--- src/rtl/regbus_pkg.sv ---
package regbus_pkg;

    typedef enum logic [1:0] {
        ST_IDLE = 2'd0,
        ST_ACK  = 2'd1,
        ST_REL  = 2'd2
    } bus_state_e;

    typedef struct packed {
        logic fire;
        logic err;
        logic rd;
    } finish_t;

    function automatic int word_lsb(input int dw);
        if (dw == 32) return 2;
        if (dw == 16) return 1;
        return 0;
    endfunction

endpackage

--- src/rtl/regbus_timer.sv ---
module regbus_timer #(
    parameter bit TIMEOUT_EN     = 1'b1,
    parameter int TIMEOUT_CYCLES = 256
) (
    input  logic clk,
    input  logic rst,
    input  logic run,
    output logic expired
);
    generate
        if (TIMEOUT_EN) begin : g_on
            localparam int CW = $clog2(TIMEOUT_CYCLES + 1);
            logic [CW-1:0] cnt_q;
            always_ff @(posedge clk) begin
                if (rst || !run) cnt_q <= '0;
                else             cnt_q <= cnt_q + 1'b1;
            end
            assign expired = run && (cnt_q == CW'(TIMEOUT_CYCLES - 1));
        end else begin : g_off
            logic unused_tmr;
            assign unused_tmr = clk ^ rst ^ run;
            assign expired    = 1'b0;
        end
    endgenerate
endmodule

--- src/rtl/regbus_resp.sv ---
module regbus_resp
    import regbus_pkg::*;
#(
    parameter int DATA_W = 32
) (
    input  logic              clk,
    input  logic              rst,
    input  finish_t           fin,
    input  logic [DATA_W-1:0] b_rdata,
    output logic              h_done,
    output logic              h_err,
    output logic [DATA_W-1:0] h_rdata
);
    always_ff @(posedge clk) begin
        if (rst) begin
            h_done  <= 1'b0;
            h_err   <= 1'b0;
            h_rdata <= '0;
        end else begin
            h_done <= fin.fire;
            if (fin.fire) begin
                h_err   <= fin.err;
                h_rdata <= (fin.rd && !fin.err) ? b_rdata : '0;
            end
        end
    end
endmodule

--- src/rtl/regbus_master.sv ---
module regbus_master
    import regbus_pkg::*;
#(
    parameter int DATA_W         = 32,
    parameter int ADDR_W         = 8,
    parameter bit TIMEOUT_EN     = 1'b1,
    parameter int TIMEOUT_CYCLES = 16,
    localparam int LSB           = word_lsb(DATA_W),
    localparam int BA_W          = ADDR_W - LSB
) (
    input  logic              clk,
    input  logic              rst,
    input  logic              h_req,
    input  logic              h_rd,
    input  logic [ADDR_W-1:0] h_addr,
    input  logic [DATA_W-1:0] h_wdata,
    output logic              h_ready,
    output logic              h_done,
    output logic              h_err,
    output logic [DATA_W-1:0] h_rdata,
    output logic              h_irq,
    output logic              b_sel,
    output logic              b_read,
    output logic [BA_W-1:0]   b_addr,
    output logic [DATA_W-1:0] b_wdata,
    input  logic              b_dtack,
    input  logic [DATA_W-1:0] b_rdata,
    input  logic              b_irq
);
    bus_state_e state_q;
    logic       accept;
    logic       expired;
    finish_t    fin;

    generate
        if (LSB > 0) begin : g_lo
            logic unused_lo;
            assign unused_lo = ^h_addr[LSB-1:0];
        end
    endgenerate

    // Released state counts as idle once the acknowledge is seen low.
    assign h_ready = (state_q == ST_IDLE) || (state_q == ST_REL && !b_dtack);
    assign accept  = h_ready && h_req;

    always_ff @(posedge clk) begin
        if (rst) begin
            state_q <= ST_IDLE;
            b_sel   <= 1'b0;
            b_read  <= 1'b0;
            b_addr  <= '0;
            b_wdata <= '0;
        end else if (accept) begin
            state_q <= ST_ACK;
            b_sel   <= 1'b1;
            b_read  <= h_rd;
            b_addr  <= h_addr[ADDR_W-1:LSB];
            b_wdata <= h_wdata;
        end else begin
            unique case (state_q)
                ST_ACK: if (b_dtack || expired) begin
                    state_q <= ST_REL;
                    b_sel   <= 1'b0;
                end
                ST_REL: if (!b_dtack) state_q <= ST_IDLE;
                default: state_q <= ST_IDLE;
            endcase
        end
    end

    assign fin.fire = (state_q == ST_ACK) && (b_dtack || expired);
    assign fin.err  = !b_dtack;
    assign fin.rd   = b_read;

    regbus_timer #(
        .TIMEOUT_EN    (TIMEOUT_EN),
        .TIMEOUT_CYCLES(TIMEOUT_CYCLES)
    ) u_timer (
        .clk    (clk),
        .rst    (rst),
        .run    (state_q == ST_ACK),
        .expired(expired)
    );

    regbus_resp #(.DATA_W(DATA_W)) u_resp (
        .clk    (clk),
        .rst    (rst),
        .fin    (fin),
        .b_rdata(b_rdata),
        .h_done (h_done),
        .h_err  (h_err),
        .h_rdata(h_rdata)
    );

    always_ff @(posedge clk) begin
        if (rst) h_irq <= 1'b0;
        else     h_irq <= b_irq;
    end
endmodule

--- config.mk ---
export PLATFORM = sky130hd
export DESIGN_NAME = regbus_master
export DESIGN_NICKNAME = d
export VERILOG_FILES = /design/src/rtl/regbus_pkg.sv /design/src/rtl/regbus_timer.sv /design/src/rtl/regbus_resp.sv /design/src/rtl/regbus_master.sv
export SDC_FILE = /design/constraint.sdc
export NUM_CORES = 1
export LEC_CHECK = 0
export ABC_CLOCK_PERIOD_IN_PS = 4050
export CAP_MARGIN = 15
export CORE_MARGIN = 2
export CORE_UTILIZATION = 25
export CTS_BUF_LIST = sky130_fd_sc_hd__clkbuf_8
export DETAILED_ROUTE_END_ITERATION = 8
export PLACE_DENSITY_LB_ADDON = 0.05
export RECOVER_POWER = 50
export SLEW_MARGIN = 20
export SYNTH_ARGS = -nofsm -noshare
export SYNTH_HDL_FRONTEND = slang
export SYNTH_SLANG_ARGS = --single-unit
--- constraint.sdc ---
create_clock -name clk -period 4.05 [get_ports clk]
set_clock_uncertainty 0.15 [all_clocks]
set_input_delay 0.6075 -clock clk [delete_from_list [all_inputs] [get_ports clk]]
set_output_delay 0.6075 -clock clk [all_outputs]
set_load 0.01 [all_outputs]
==> flow_summary_export.csv <==
group,metric,value,unit
outcome,status,"finished, violations left",
outcome,failed_checks,"max-capacitance violations, max-slew violations",
synthesis,ys_warn_count,0,
setup_path,start_kind,"input pin",
worst_hold_path,min_from,"u_timer.g_on.cnt_q[0]",
die,dieArea,14910,um^2
placement,dpl_cell_area,5085,um^2
synthesis,syn-num-nets,446,
clock_tree,ctsRootBufferMaster,"clkbuf_8",
timing,tns,0,ps
timing,fin_crit_sh,72.20,%
setup_path,r2r-start,"u_timer.g_on.cnt_q[0]",
timing,drv_slew,35,
synthesis,async_flop_share,0,%
clock_tree,cts_tree,"built",
layout,finalNetCount,575,
layout,drive_gt1_share,10.20,%
clock_tree,cts_resized,0,
timing,relSlewSlack,-15.97,%
synthesis,syn-cell-area,3487,um^2
setup_path,critPathCaptureType,"flop",
timing,fin_crit,2924,ps
global_route,grt_max_degree,82,
power,powerDensity,317.9,nW/um^2
placement,place_congestion,0.6665,
die,chipHeight,122.1,um
setup_path,required,4170,ps
route,firstDrtPassIters,4,
timing,fin_hold_ws,301.9,ps
timing,clock.fmax,342.0,MHz
clock_tree,numCtsBuffers,9,
synthesis,yosysTopAreaCellShare,47.08,%
job,timing.max_cap.violations,1,
synthesis,synth_ff_type,"dfxtp_1",
timing,setup_viol,0,
setup_path,r2r-end,"state_q[1]",
route,dr_total_vias,3162,
global_route,gr-total-overflow,0,
setup_path,slowest_stage,"clkbuf_1",
clock_tree,cts_sinks,82,
route,first_iter_violations,225,
synthesis,synth_area_per_cell,9.528,um^2
route,wl,10310,um
setup_path,critPathMaxFanout,34,
die,initial_core_util,25.32,%
placement,portBuffers,151,
die,rows,43,
clock_tree,clock_path_buffers,2,
route,vias_per_cell,4.650,
global_route,grt_usage,14.11,%
die,die_w,122.1,um
clock_tree,cts_setup_buffers,0,
global_route,antenna_found_initial,0,
power,p_leak,1.971,nW
layout,fin_area,5240,um^2
power,peakVddDrop,267.8,uV
setup_path,path_class,"input pin to flop",
setup_path,arrival,3040,ps
route,drtAntennaViolNets,0,
timing,tightest_slew,1740,ps
layout,fill_cells,1468,
setup_path,cpLargestDelayFamily,"buffers and inverters",
synthesis,synth_edf_count,0,
setup_path,path_cells,"clkdlybuf4s50_1 -> or2_0 -> clkbuf_1 -> nand2_1 -> a21oi_1",
synthesis,synthTopCellsByArea,"dfxtp_1 47%, nand2b_1 13%, nand4b_1 9.8%, o21ai_2 7.3%, o21ai_1 6.0%",
layout,diodes,0,
setup_path,cpPeakStageDelay,1270,ps
synthesis,yosysTopAreaCell,"dfxtp_1",
layout,mostFrequentLayoutCells,"82 x dfxtp_1, 82 x clkdlybuf4s50_1, 73 x nand2b_1, 68 x dlygate4sd3_1, 42 x o21ai_1",
clock_tree,clk_latency,360,ps
worst_hold_path,worstHoldEndpoint,"u_timer.g_on.cnt_q[0]",
global_route,grt_pass1_vias,3153,
global_route,grt_pass1_wl,16420,um
setup_path,worstRegToRegCells,7,
route,remaining_drc_errors,0,
timing,setup_ws,1126,ps
placement,dpl.hpwl,6246,um
synthesis,yosysSeqAreaShare,47.08,%
die,core,13770,um^2
route,wl_per_cell,15.16,um
timing,rsz0062_at_grt,"no",
layout,syn2layout_area_growth,50.27,%
clock_tree,hold_buffers,0,
setup_path,r2r_slack,1140,ps
die,num_io_pins,154,
timing,finalHoldViolations,0,
worst_hold_path,worstHoldPathType,"flop to flop",
layout,multiInputGateArea,1648,um^2
synthesis,yosys.cell_types.count,30,
worst_hold_path,hold_depth,1,
synthesis,synthCells,366,
synthesis,ys_seq_elements,82,
clock_tree,clk_pin_slew_worst_paths,80,ps
layout,regArea,1642,um^2
placement,place_ws,1222,ps
clock_tree,htreeDepth,3,
setup_path,path_buf_inv,2,
-- per-stage QoR --
step | utilization (%) | instances | total power (W)
floorplan | - | 366 | 0.001005
global placement | 36.92 | 664 | 0.001173
detailed placement | 36.92 | 664 | 0.001173
CTS | 38.11 | 680 | 0.001719
global route | 38.05 | 680 | 0.001757
finish | 38.05 | 680 | 0.001666
-- sequential cells by signal, indices dropped and copies added, names as in the netlist --
signal and flops:
b_addr 6, b_read 1, b_sel 1, b_wdata 32
u_resp.h_rdata 32, u_timer.g_on.cnt_q 5, h_irq 1, u_resp.h_err 1
u_resp.h_done 1, state_q 2
-- cell families after synthesis --
logic type / count (synthesis) / synth area share [%]
fa+ha+maj: 2 / 0.7175
flops: 82 / 47.08
xor+xnor: 2 / 0.5024
simple gates: 161 / 31.25
buf+inv: 42 / 5.849
compound gates: 77 / 14.60
-- synthesized netlist by cell type, drive strengths merged, types with 3 or more instances --
cell / n
clkbuf: 24
o21ai: 71
nand2b: 73
nor2: 6
dfxtp: 82
nand4: 32
a21oi: 3
nand4b: 39
buf: 16
-- worst max-delay path by stage --
stage / from / end / slack, ps / cells past startpoint
floorplan: b_dtack / h_ready / 2170 / 2
global placement: b_dtack / b_addr[1] / 1230 / 6
detailed placement: b_dtack / b_wdata[24] / 1220 / 6
CTS: b_dtack / h_ready / 1350 / 3
global route: u_timer.g_on.cnt_q[0] / u_resp.h_rdata[10] / 890 / 7
finish: b_dtack / state_q[1] / 1130 / 5
-- layout make-up --
class / count / share of cell area [%]
Inverter: 2 / 0.1433
Clock inverter: 6 / 0.5014
Timing Repair Buffer: 158 / 29.66
Multi-Input combinational cell: 242 / 31.45
Sequential cell: 82 / 31.33
Clock buffer: 10 / 2.627
Tap cell: 180 / 4.298
-- power breakdown --
part | switching [W] | internal [W] | leakage [nW]
Clock | 0.000299 | 0.000230 | 0.0996
Sequential | 0.0000164 | 0.000839 | 0.668
Combinational | 0.000134 | 0.000148 | 1.20
Total | 0.000449 | 0.00122 | 1.97
-- per-layer routing --
layer,GRT usage [%],up-vias,share of wire (%)
li1,-,1568,-
met4,4.741,0,1.3
met3,4.588,8,6.0
met2,23.08,87,47
met5,0,-,0
met1,17.49,1499,46
(Power assumes the default switching activity.)
